`src/rtl/sync_rx_pkg.sv`:
```
package sync_rx_pkg;
  localparam int unsigned FRAME_BITS = 8;
  localparam int unsigned BIT_CNT_W  = $clog2(FRAME_BITS);
  typedef logic [FRAME_BITS-1:0] frame_t;
endpackage

```
`src/rtl/sync_rx_cdc.sv`:
```
module sync_rx_cdc #(
  parameter int unsigned    W       = 1,
  parameter logic [W-1:0]   RST_VAL = '1
) (
  input  logic         clk_i,
  input  logic         rst_ni,
  input  logic [W-1:0] d_i,
  output logic [W-1:0] q_o
);
  logic [W-1:0] s1_q, s2_q;
  always_ff @(posedge clk_i or negedge rst_ni) begin
    if (!rst_ni) begin
      s1_q <= RST_VAL;
      s2_q <= RST_VAL;
    end else begin
      s1_q <= d_i;
      s2_q <= s1_q;
    end
  end
  assign q_o = s2_q;
endmodule

```
`src/rtl/sync_rx_mclk.sv`:
```
module sync_rx_mclk #(
  parameter int unsigned HALF_DIV = 4
) (
  input  logic clk_i,
  input  logic rst_ni,
  input  logic en_i,
  input  logic go_i,
  output logic sclk_o,
  output logic rise_o
);
  localparam int unsigned CW = (HALF_DIV < 2) ? 1 : $clog2(HALF_DIV);
  localparam logic [CW-1:0] LAST = CW'(HALF_DIV - 1);

  logic [CW-1:0] cnt_q;
  logic          sclk_q;
  logic          wrap;

  assign wrap   = (cnt_q == LAST);
  assign rise_o = en_i && !sclk_q && wrap;
  assign sclk_o = sclk_q;

  always_ff @(posedge clk_i or negedge rst_ni) begin
    if (!rst_ni) begin
      cnt_q  <= '0;
      sclk_q <= 1'b1;
    end else if (!en_i) begin
      cnt_q  <= '0;
      sclk_q <= 1'b1;
    end else if (sclk_q && !go_i) begin
      cnt_q  <= '0;               // park high until partner ready
    end else if (wrap) begin
      cnt_q  <= '0;
      sclk_q <= ~sclk_q;
    end else begin
      cnt_q  <= cnt_q + 1'b1;
    end
  end
endmodule

```
`src/rtl/sync_rx_shift.sv`:
```
module sync_rx_shift
  import sync_rx_pkg::*;
(
  input  logic   clk_i,
  input  logic   rst_ni,
  input  logic   restart_i,
  input  logic   rise_i,
  input  logic   bit_i,
  output logic   done_o,
  output frame_t byte_o
);
  localparam logic [BIT_CNT_W-1:0] LAST = BIT_CNT_W'(FRAME_BITS - 1);

  frame_t               sh_q;
  logic [BIT_CNT_W-1:0] cnt_q;

  assign byte_o = {bit_i, sh_q[FRAME_BITS-1:1]};
  assign done_o = rise_i && !restart_i && (cnt_q == LAST);

  always_ff @(posedge clk_i or negedge rst_ni) begin
    if (!rst_ni) begin
      sh_q  <= '0;
      cnt_q <= '0;
    end else if (restart_i) begin
      cnt_q <= '0;
    end else if (rise_i) begin
      sh_q  <= byte_o;
      cnt_q <= (cnt_q == LAST) ? '0 : cnt_q + 1'b1;
    end
  end
endmodule

```
`src/rtl/sync_serial_rx.sv`:
```
module sync_serial_rx
  import sync_rx_pkg::*;
#(
  parameter int unsigned HALF_DIV = 4
) (
  input  logic                  clk_i,
  input  logic                  rst_ni,
  input  logic                  master_i,
  input  logic                  sclk_i,
  input  logic                  sdi_i,
  input  logic                  rdy_n_i,
  input  logic                  rd_i,
  input  logic                  ovr_clr_i,
  output logic                  sclk_o,
  output logic                  rdy_n_o,
  output logic [FRAME_BITS-1:0] rx_data_o,
  output logic                  full_o,
  output logic                  irq_o,
  output logic                  ovr_o
);
  logic [2:0] sync_q;
  logic       rdy_n_s, sclk_s, sdi_s;
  logic       sclk_prev_q, master_q;
  logic       m_rise, s_rise, rise, restart, done;
  frame_t     byte_w, data_q;
  logic       full_q, irq_q, ovr_q;

  sync_rx_cdc #(.W(3), .RST_VAL(3'b111)) u_cdc (
    .clk_i (clk_i),
    .rst_ni(rst_ni),
    .d_i   ({rdy_n_i, sclk_i, sdi_i}),
    .q_o   (sync_q)
  );
  assign {rdy_n_s, sclk_s, sdi_s} = sync_q;

  sync_rx_mclk #(.HALF_DIV(HALF_DIV)) u_mclk (
    .clk_i (clk_i),
    .rst_ni(rst_ni),
    .en_i  (master_i),
    .go_i  (!rdy_n_s),
    .sclk_o(sclk_o),
    .rise_o(m_rise)
  );

  always_ff @(posedge clk_i or negedge rst_ni) begin
    if (!rst_ni) begin
      sclk_prev_q <= 1'b1;
      master_q    <= 1'b0;
    end else begin
      sclk_prev_q <= sclk_s;
      master_q    <= master_i;
    end
  end

  assign s_rise  = !master_i && sclk_s && !sclk_prev_q;
  assign rise    = master_i ? m_rise : s_rise;
  assign restart = (master_i != master_q);

  sync_rx_shift u_shift (
    .clk_i    (clk_i),
    .rst_ni   (rst_ni),
    .restart_i(restart),
    .rise_i   (rise),
    .bit_i    (sdi_s),
    .done_o   (done),
    .byte_o   (byte_w)
  );

  always_ff @(posedge clk_i or negedge rst_ni) begin
    if (!rst_ni) begin
      data_q <= '0;
      full_q <= 1'b0;
      irq_q  <= 1'b0;
      ovr_q  <= 1'b0;
    end else begin
      irq_q <= done;
      if (done) begin
        data_q <= byte_w;
        full_q <= 1'b1;
      end else if (rd_i) begin
        full_q <= 1'b0;
      end
      if (done && full_q && !rd_i) ovr_q <= 1'b1;
      else if (ovr_clr_i)          ovr_q <= 1'b0;
    end
  end

  assign rx_data_o = data_q;
  assign full_o    = full_q;
  assign irq_o     = irq_q;
  assign ovr_o     = ovr_q;
  assign rdy_n_o   = master_i ? 1'b1 : full_q;
endmodule

```
`config.mk`:
```
export PLATFORM = sky130hd
export DESIGN_NAME = sync_serial_rx
export DESIGN_NICKNAME = d
export VERILOG_FILES = /design/src/rtl/sync_rx_pkg.sv /design/src/rtl/sync_rx_cdc.sv /design/src/rtl/sync_rx_mclk.sv /design/src/rtl/sync_rx_shift.sv /design/src/rtl/sync_serial_rx.sv
export SDC_FILE = /design/constraint.sdc
export NUM_CORES = 1
export LEC_CHECK = 0
export BUFFER_PORTS_ARGS = -buffer_cell sky130_fd_sc_hd__buf_2
export CORE_ASPECT_RATIO = 1.25
export CORE_UTILIZATION = 45
export CTS_CLUSTER_DIAMETER = 150
export CTS_CLUSTER_SIZE = 30
export DETAILED_ROUTE_END_ITERATION = 8
export GPL_TIMING_DRIVEN = 0
export PLACE_DENSITY_LB_ADDON = 0.2
export SYNTH_ARGS = -nofsm -noshare
export SYNTH_HDL_FRONTEND = slang
export SYNTH_HIERARCHICAL = 1
export SYNTH_SLANG_ARGS = --single-unit
```
`constraint.sdc`:
```
create_clock -name clk_i -period 3.8 [get_ports clk_i]
set_input_delay 0.38 -clock clk_i [delete_from_list [all_inputs] [get_ports clk_i]]
set_output_delay 0.38 -clock clk_i [all_outputs]
set_load 0.02 [all_outputs]
```
==> results.cfg, run 1 <==
[status]
status = completed

[synth]
yosys_warnings = 6
synth_edf_count = 0
synth.most_common_cell = sky130_fd_sc_hd__dfrtp_1
ys_seq_area_share_pct = 64.16
synth.area.top_cells = sky130_fd_sc_hd__dfrtp_1 48%, sky130_fd_sc_hd__dfstp_2 17%, sky130_fd_sc_hd__mux2_4 9.5%
synthesis.instances = 80
synth-xor-area-share_pct = 0.6931
synthSimpleGateAreaFrac_pct = 8.911
yosys_most_used_dff = sky130_fd_sc_hd__dfrtp_1
post-synth-top-area-cell = sky130_fd_sc_hd__dfrtp_1
post_synth_num_cell_types = 26
synth.cell_area_sq_mm = 0.001264
synthArstFlopShare_pct = 100.0
yosys-top-cells-count = 24 x sky130_fd_sc_hd__dfrtp_1, 8 x sky130_fd_sc_hd__dfstp_2, 8 x sky130_fd_sc_hd__mux2_4, 6 x sky130_fd_sc_hd__nor2_1
synth_top_family_by_area = multiplexers
yosys.area_share.adder_pct = 2.970
synth.top_cell.area_share_pct = 47.52
syn_avg_cell_area_sq_um = 15.80
yosys-mux-area-fraction_pct = 16.53
syn_nets = 91
synth_compound_area_share_pct = 4.059
synth-seq-cells = 32

[setup_path]
crit_fanout = 10
critPathKind = flop to flop
endpoint = rx_data_o[0]
slack_of_the_worst_reg_to_reg_path_ns = 1.74
timing.critical_path.slowest_stage_cell = sky130_fd_sc_hd__dfrtp_1
end_kind = flop
worst-endpoint-arrival_ns = 2.28
path_cells = ha_1 -> nand2_1 -> nor2_1 -> a22o_1 -> nor2b_4 -> and2_1 -> buf_6 -> mux2_4
critPathLaunch = u_mclk/cnt_q[0]
critical_path.startpoint_type = flop
cp_slowest_stage_delay_ns = 0.37
rr_endpoint = rx_data_o[0]
ff2ff_path_depth = 8
timing.rr.start = u_mclk/cnt_q[0]
data_required_time_at_the_worst_endpoint_ns = 4.01

[clock_network]
cts_htree_levels = 2
tritoncts_clock_tree = done
cts_num_sinks = 32
post_cts_buffers = 0
clockBufferDepth = 2
worst_skew_pair.late_latency_ns = 0.33
cts_repair_resize_count = 0
cts.clk_slew.worst_paths_ns = 0.10
cts_root_buf = sky130_fd_sc_hd__clkbuf_4
hold_buffers = 0
numCtsBuffers = 5

[pwr]
netSwitchingFraction_pct = 22.60
static_leakage_nw = 0.7719
p_clk_share_pct = 32.9
vdd.ir_drop.worst_mv = 0.2665
power.combinational.fraction_pct = 7.3
share_seq_of_total_power_pct = 59.8
p_int_w = 0.0005069
p_sw_w = 0.0001481
power.density_mw_per_mm2 = 444.0

[final_layout]
layout-drive-gt1-share_pct = 51.85
stdcell_area_sq_mm = 0.001475
antenna-diode-count = 0
area_delta_synth_final_pct = 16.73
layout.filler_cells = 253
design.final.nets = 118

[floorplan]
chipWidth_um = 49.40
floorplan.rows = 21
top_level_ports = 21
fp.dieH_um = 61.25
die_area_sq_mm = 0.003026
floorplan.core_area_sq_mm = 0.002680
floorplan.initialDensity_pct = 47.15

[route]
route.detailed.vias_per_inst = 4.810
drt-initial-drc-count = 1
drt_pass1_iterations = 2
detail_routed_net_length_per_standard_cell_um = 12.98
routed-via-count = 683
drt.antenna.violating_nets = 0
drt-total-wl_mm = 1.843
residual_drc = 0

[sta]
min_period_over_period_pct = 54.33
max_freq_mhz = 484.3
timing.final.max_slew_violations = 0
worst_slew_margin_rel_pct = 53.63
setup_repair_after_global_routing_missed_its_margin = false
tightest_slew_ns = 0.6956
layout_min_cycle_time_ns = 2.065
timing_hold_violations_final = 0
totalNegativeSetupSlack_ns = 0
post-route-worst-setup-slack_ns = 1.735
setup_viol_count_final = 0
clock_skew_ns = 0.01202

[global_route]
grt_pass1_vias = 648
grt_pass1_wl_mm = 2.994
number_of_antenna_violations_at_the_first_check_in_global_routing = 0
grt_start_max_net_pins = 33
leftover_overflow_at_the_end_of_global_routing = 0
globalRouteTotalUtil_pct = 14.34

[place]
place_area_sq_mm = 0.001406
dp.final_hpwl_mm = 1.244
pre_cts_ws_ns = 1.727
place_congestion = 0.7033
io_port_bufs = 20

[run]
max_cap_viol_count = 0

[worst_hold_path]
timing.hold.worst.class = primary input to async pin
## per-stage QoR
| step | util [%] | instances | hold slack (ns) | total power, W |
|---|---|---|---|---|
| 6_report | 55.04 | 142 | 0.08604 | 0.0006550 |
| 5_1_grt | 55.04 | 142 | 0.1100 | 0.0006921 |
| 4_1_cts | 55.04 | 142 | 0.07998 | 0.0006697 |
| 3_5_place_dp | 52.47 | 134 | 0.3481 | 0.0004471 |
| 3_3_place_gp | 52.47 | 134 | 0.3458 | 0.0004436 |
| 2_1_floorplan | - | 80 | 0.08441 | 0.0004249 |
## flip-flops by register name, indices dropped and copies added (netlist names)
signal and count:
rx_data_o 8, u_shift/sh_q 7, u_cdc/q_o 3, u_cdc/s1_q 3, u_shift/cnt_q 3, u_mclk/cnt_q 2, full_o 1, irq_o 1
master_q 1, ovr_o 1, sclk_prev_q 1, u_mclk/sclk_o 1
## worst min path at each step
stage | start | to | slack (ns) | cells past startpoint
after floorplan | rst_ni | full_o | 0.08 | 0
after global placement | u_cdc/s1_q[0] | u_cdc/q_o[0] | 0.35 | 0
after detailed placement | u_cdc/s1_q[2] | u_cdc/q_o[2] | 0.35 | 0
after CTS | rst_ni | u_shift/cnt_q[2] | 0.08 | 1
after global routing | sdi_i | u_cdc/s1_q[0] | 0.11 | 1
final | rst_ni | rx_data_o[4] | 0.09 | 1
## layout make-up
cell class	count	area (sq um)	area share [%]
Timing Repair Buffer	20	100.1	6.785
Inverter	4	15.01	1.018
Multi-Input combinational cell	42	419.2	28.41
Tap cell	34	42.54	2.884
Sequential cell	32	810.8	54.96
Clock buffer	8	68.82	4.665
Buffer	2	18.77	1.272
## layout by cell type (no fill, tap or decap), drive strengths merged
| master | instances |
|---|---|
| dfrtp | 24 |
| inv | 4 |
| o21ai | 1 |
| nand2b | 1 |
| a21o | 1 |
| nor2 | 6 |
| nor4b | 1 |
| dfstp | 8 |
| mux2 | 15 |
| nor2b | 2 |
| and2 | 1 |
| and3 | 1 |
| ha | 3 |
| nand2 | 1 |
| and3b | 1 |
| xor2 | 1 |
| a22o | 2 |
| or2 | 1 |
| mux2i | 1 |
| and2b | 1 |
| clkbuf | 8 |
| a32o | 2 |
| buf | 22 |
## kinds of logic after synthesis
group	after synthesis
buf+inv	6
compound gates	6
xor+xnor	1
fa+ha+maj	3
simple gates	16
mux	16
flops	32
## worst max-delay path: cells and delay by family (launching register included)
family	cells	cell delay, ns
and+or+nand+nor	4	0.57
AOI/OAI and AO/OA	1	0.28
DFF	1	0.37
buffers and inverters	1	0.18
muxes	1	0.31
adders and majority gates	1	0.24
## power groups by stage
stage | Combinational (W) | Clock [W] | Sequential [W]
global route | 0.0000536 | 0.000242 | 0.000397
floorplan | 0.0000333 | 0 | 0.000392
CTS | 0.0000491 | 0.000229 | 0.000392
detailed placement | 0.0000492 | 0 | 0.000398
finish | 0.0000477 | 0.000216 | 0.000391
global placement | 0.0000467 | 0 | 0.000397
## metal layers
metal  GRT usage [%]  vias to the layer above  wire (um)
li1                -                      327          -
met1           17.58                      339        833
met2           20.94                       13        895
met3           5.926                        4         71
met4           9.796                        0         43
met5               0                        -          0
No activity file was read; power rests on OpenSTA's default activity.
==> run 2: changes to the inputs <==
==> constraint.sdc (replaced) <==
create_clock -name clk_i -period 1.95 [get_ports clk_i]
set_input_delay 0.195 -clock clk_i [delete_from_list [all_inputs] [get_ports clk_i]]
set_output_delay 0.195 -clock clk_i [all_outputs]
set_load 0.02 [all_outputs]
==> run 2 against run 1 <==
Compared with the run above:
- register-to-register slack got worse by 1.6 ns
- wire length rose by 6.3%
- worst setup slack got worse by 1.6 ns
- critical path type unchanged
- die area did not move
- count of clock-buffer cells in the layout did not move
- final cell count rose by 5.6%
- sequential share of layout area fell by 2.7 points
- total power rose by 97%
==> results.cfg, run 2 (synthesis results as in run 1) <==
[sta]
tightest_slew_ns = 0.7004
max_freq_mhz = 541.1
timing.final.max_slew_violations = 0
worst_slew_margin_rel_pct = 53.31
layout_min_cycle_time_ns = 1.848
clock_skew_ns = 0.009727
setup_viol_count_final = 0
post-route-worst-setup-slack_ns = 0.1018
setup_repair_after_global_routing_missed_its_margin = false
totalNegativeSetupSlack_ns = 0
timing_hold_violations_final = 0
min_period_over_period_pct = 94.78

[pwr]
netSwitchingFraction_pct = 22.62
static_leakage_nw = 0.8093
power.total_w = 0.001287
p_int_w = 0.0009960
p_sw_w = 0.0002912
power.combinational.fraction_pct = 8.0
p_clk_share_pct = 32.7
power.density_mw_per_mm2 = 829.7
vdd.ir_drop.worst_mv = 0.5199
share_seq_of_total_power_pct = 59.3

[clock_network]
worst_skew_pair.late_latency_ns = 0.33
clockBufferDepth = 2
cts.clk_slew.worst_paths_ns = 0.10
cts_num_sinks = 32
numCtsBuffers = 5
cts_htree_levels = 2
cts_root_buf = sky130_fd_sc_hd__clkbuf_4
tritoncts_clock_tree = done

[final_layout]
multi_input_comb_area_sq_um = 425.4
most_frequent_cells_in_the_layout = 24 x sky130_fd_sc_hd__dfrtp_1, 20 x sky130_fd_sc_hd__buf_2, 8 x sky130_fd_sc_hd__mux2_4, 8 x sky130_fd_sc_hd__dfstp_2, 6 x sky130_fd_sc_hd__nor2_1
layout.filler_cells = 248
commonest_non_fill_non_tap_cell_in_the_layout = sky130_fd_sc_hd__dfrtp_1
layout-drive-gt1-share_pct = 54.31
stdcell_area_sq_mm = 0.001551
largest_register_ff_count = 8
antenna-diode-count = 0
design.final.nets = 126
sequential_cell_area_sq_um = 810.8
area_delta_synth_final_pct = 22.77
layout.cells.non_filler = 150

[floorplan]
floorplan.core_area_sq_mm = 0.002680
floorplan.initialDensity_pct = 47.15
top_level_ports = 21
fp.dieH_um = 61.25
die_area_sq_mm = 0.003026
chipWidth_um = 49.40
floorplan.rows = 21

[global_route]
grt_pass1_wl_mm = 3.098
grt_start_max_net_pins = 33
globalRouteTotalUtil_pct = 14.88
number_of_antenna_violations_at_the_first_check_in_global_routing = 0
grt_pass1_vias = 676
leftover_overflow_at_the_end_of_global_routing = 0

[place]
post-place-cells = 134
place_congestion = 0.7033
io_port_bufs = 20
pre_cts_ws_ns = -0.1226
dp.final_hpwl_mm = 1.244
place_area_sq_mm = 0.001406

[route]
residual_drc = 0
drt_pass1_iterations = 2
drt-initial-drc-count = 1
detail_routed_net_length_per_standard_cell_um = 13.07
routed-via-count = 724
drt-total-wl_mm = 1.960
drt.antenna.violating_nets = 0
route.detailed.vias_per_inst = 4.827

[setup_path]
data_required_time_at_the_worst_endpoint_ns = 2.17
critPathKind = flop to flop
worst-endpoint-arrival_ns = 2.07
ff2ff_path_depth = 8
path_cells = ha_2 -> nand2_1 -> nor2_1 -> a22o_2 -> nor2b_4 -> and2_4 -> buf_4 -> mux2_4
timing.rr.start = u_mclk/cnt_q[0]
timing.critical_path.slowest_stage_cell = sky130_fd_sc_hd__dfrtp_1
endpoint = rx_data_o[7]
rr_endpoint = rx_data_o[7]
slack_of_the_worst_reg_to_reg_path_ns = 0.10
crit_fanout = 5
critPathLaunch = u_mclk/cnt_q[0]
critical_path.startpoint_type = flop
end_kind = flop
cp_slowest_stage_delay_ns = 0.40

[worst_hold_path]
timing.hold.worst.class = primary input to flop

[run]
max_cap_viol_count = 0

[status]
status = completed
-- run 2: changes by cell type in the layout (fill, tap and decap cells not counted), sizes merged --
cell,delta
buf,+4
dlygate4sd3,+4
-- run 2: power by group through the flow --
stage / registers (W) / logic (W) / clock network [W]
detailed placement: 0.000775 / 0.0000959 / 0
CTS: 0.000764 / 0.000102 / 0.000446
finish: 0.000763 / 0.000103 / 0.000421
floorplan: 0.000763 / 0.0000649 / 0
global route: 0.000773 / 0.000115 / 0.000471
global placement: 0.000773 / 0.0000910 / 0
-- run 2: worst min-delay path by stage --
stage | start | endpoint | slack, ns | cells past startpoint
after floorplan | rst_ni | full_o | -0.10 | 0
after global placement | rst_ni | u_mclk/cnt_q[1] | 0.27 | 1
after detailed placement | rst_ni | u_mclk/cnt_q[0] | 0.28 | 1
after CTS | master_i | master_q | 0.05 | 1
after global routing | master_i | master_q | 0.06 | 1
final | master_i | master_q | 0.08 | 1
-- run 2: stage by stage --
stage	hold WS, ns	util (%)
after floorplan	-0.1006	-
after global placement	0.2714	52.47
after detailed placement	0.2815	52.47
after CTS	0.05406	57.05
after global routing	0.05808	57.89
final	0.07654	57.89
-- run 2: per-layer routing --
metal / track usage (%) / wire (um) / share of wire (%)
met1: 17.90 / 891 / 45
met2: 22.50 / 955 / 49
met3: 5.926 / 69 / 3.5
met4: 9.796 / 43 / 2.2
met5: 0 / 0 / 0
-- run 2: area by class of cell --
type                    instances  area share [%]
plain buffers                   2           1.210
clock buffers                   8           4.435
flip-flops and latches         32           52.26
inverters                       4          0.9677
well taps                      34           2.742
repair buffers                 28           10.97
multi-input cells              42           27.42
-- run 2: worst max-delay path: cells and delay by family, from the launching register on --
family	cells	cell delay (ns)
buffers and inverters	1	0.16
DFF	1	0.40
muxes	1	0.30
adders and majority gates	1	0.22
AOI/OAI and AO/OA	1	0.25
and+or+nand+nor	4	0.43
-- run 2: repair_timing --
item,4_1_cts,5_1_grt
hold buffers,4,0
setup endpoints to repair,9,9
buffers inserted,0,3
endpoints found under the hold margin,27,0
pin swaps,0,1
gates resized for setup,4,0
gates cloned,1,0
==> run 3: changes to the inputs <==
==> constraint.sdc (replaced) <==
create_clock -name clk_i -period 1.95 [get_ports clk_i]
set_input_delay 0.39 -clock clk_i [delete_from_list [all_inputs] [get_ports clk_i]]
set_output_delay 0.39 -clock clk_i [all_outputs]
set_load 0.02 [all_outputs]
==> run 3 against run 2 <==
Compared with the run above:
- final cell count decreased by 2.7%
- clock power about the same
- sequential share of layout area increased by 1.4 points
- first-iteration DRC count decreased by 100%
- combinational power decreased by 6%
- critical path type unchanged
==> results.cfg, run 3 (synthesis results as in run 1) <==
[pwr]
static_leakage_nw = 0.7926
power.combinational.fraction_pct = 7.6
p_clk_share_pct = 32.9
netSwitchingFraction_pct = 22.67
p_sw_w = 0.0002905
power.total_w = 0.001281
share_seq_of_total_power_pct = 59.5
vdd.ir_drop.worst_mv = 0.5185
power.density_mw_per_mm2 = 847.8
p_int_w = 0.0009909

[sta]
layout_min_cycle_time_ns = 1.847
setup_repair_after_global_routing_missed_its_margin = false
max_freq_mhz = 541.4
setup_viol_count_final = 0
clock_skew_ns = 0.009490
tightest_slew_ns = 0.7004
timing.final.max_slew_violations = 0
timing_hold_violations_final = 0
min_period_over_period_pct = 94.73
worst_slew_margin_rel_pct = 53.31
totalNegativeSetupSlack_ns = 0

[setup_path]
crit_fanout = 5
critical_path.startpoint_type = flop
critPathKind = flop to flop
data_required_time_at_the_worst_endpoint_ns = 2.17
end_kind = flop
worst-endpoint-arrival_ns = 2.07

[clock_network]
tritoncts_clock_tree = done
cts_root_buf = sky130_fd_sc_hd__clkbuf_4
worst_skew_pair.late_latency_ns = 0.33
clockBufferDepth = 2
numCtsBuffers = 5
cts.clk_slew.worst_paths_ns = 0.10
cts_num_sinks = 32
cts_htree_levels = 2

[route]
detail_routed_net_length_per_standard_cell_um = 13.16
routed-via-count = 717
drt.antenna.violating_nets = 0
drt_pass1_iterations = 1
residual_drc = 0
drt-initial-drc-count = 0
drt-total-wl_mm = 1.922
route.detailed.vias_per_inst = 4.911

[final_layout]
area_delta_synth_final_pct = 19.60
largest_register_ff_count = 8
antenna-diode-count = 0
layout-drive-gt1-share_pct = 56.25
most_frequent_cells_in_the_layout = 24 x sky130_fd_sc_hd__dfrtp_1, 20 x sky130_fd_sc_hd__buf_2, 8 x sky130_fd_sc_hd__mux2_4, 8 x sky130_fd_sc_hd__dfstp_2, 6 x sky130_fd_sc_hd__nor2_1
design.final.nets = 122
commonest_non_fill_non_tap_cell_in_the_layout = sky130_fd_sc_hd__dfrtp_1

[floorplan]
fp.dieH_um = 61.25
die_area_sq_mm = 0.003026
floorplan.rows = 21
chipWidth_um = 49.40
floorplan.core_area_sq_mm = 0.002680
floorplan.initialDensity_pct = 47.15
top_level_ports = 21

[global_route]
globalRouteTotalUtil_pct = 14.67
grt_start_max_net_pins = 33
grt_pass1_vias = 658
grt_pass1_wl_mm = 3.049
leftover_overflow_at_the_end_of_global_routing = 0
number_of_antenna_violations_at_the_first_check_in_global_routing = 0

[place]
place_congestion = 0.7033
dp.final_hpwl_mm = 1.244
io_port_bufs = 20

[worst_hold_path]
timing.hold.worst.class = primary input to async pin

[run]
max_cap_viol_count = 0

[status]
status = completed
-- run 3: changes by cell type in the layout (fill, tap and decap cells not counted), sizes merged --
cell and change:
dlygate4sd3 -4
-- run 3: area by class of cell --
| cell class | instances | area (sq um) |
|---|---|---|
| clock buffers | 8 | 68.82 |
| multi-input cells | 42 | 425.4 |
| well taps | 34 | 42.54 |
| flip-flops and latches | 32 | 810.8 |
| fillers | 252 | 1169 |
| repair buffers | 24 | 130.1 |
| inverters | 4 | 15.01 |
| plain buffers | 2 | 18.77 |
-- run 3: stage by stage --
step / hold slack [ns] / instance area (sq um) / cells / utilization, % / worst slack, ns
6_report: 0.1021 / 1511 / 146 / 56.40 / 0.1028
2_1_floorplan: 0.09441 / 1264 / 80 / - / 0.04477
3_5_place_dp: 0.3481 / 1406 / 134 / 52.47 / -0.1226
3_3_place_gp: 0.3458 / 1406 / 134 / 52.47 / -0.1124
5_1_grt: 0.1200 / 1511 / 146 / 56.40 / 0.04156
4_1_cts: 0.08998 / 1489 / 143 / 55.56 / 0.01093
-- run 3: what timing repair did --
action,CTS,global route
buffers inserted,0,3
gates cloned,1,0
resized for setup,4,0
pin swaps,0,1
endpoints found under the setup margin,9,9
hold buffers,0,0
-- run 3: path summary, 6_finish.rpt --
check | start | end | slack, ns | cells after the start
min | rst_ni | rx_data_o[2] | 0.10 | 1
max | u_mclk/cnt_q[0] | rx_data_o[7] | 0.10 | 8
max reg2reg | u_mclk/cnt_q[0] | rx_data_o[7] | 0.10 | 8
min in group clk_i | sdi_i | u_cdc/s1_q[0] | 0.15 | 1
min reg2reg | u_cdc/s1_q[2] | u_cdc/q_o[2] | 0.36 | 0
max in group asynchronous | rst_ni | rx_data_o[1] | 1.40 | 1
-- run 3: power groups by stage --
stage	clock network (W)	logic, W	registers (W)
floorplan	0	0.0000649	0.000763
global placement	0	0.0000910	0.000773
detailed placement	0	0.0000959	0.000775
CTS	0.000446	0.0000960	0.000764
global route	0.000471	0.000108	0.000773
finish	0.000421	0.0000971	0.000763
-- run 3: critical path, stage by stage, from the launching register on --
cell and delay [ns]:
sky130_fd_sc_hd__dfrtp_1 0.40, sky130_fd_sc_hd__ha_2 0.22, sky130_fd_sc_hd__nand2_1 0.07, sky130_fd_sc_hd__nor2_1 0.04, sky130_fd_sc_hd__a22o_2 0.25, sky130_fd_sc_hd__nor2b_4 0.13
sky130_fd_sc_hd__and2_4 0.19, sky130_fd_sc_hd__buf_4 0.16, sky130_fd_sc_hd__mux2_4 0.29
-- run 3: metal layers --
metal | up-vias | wire length (um) | part of all wire (%) | global-route usage, %
li1 | 337 | - | - | -
met1 | 360 | 882 | 46 | 17.90
met2 | 14 | 913 | 48 | 21.72
met3 | 6 | 83 | 4.3 | 5.926
met4 | 0 | 43 | 2.2 | 9.796
met5 | - | 0 | 0 | 0
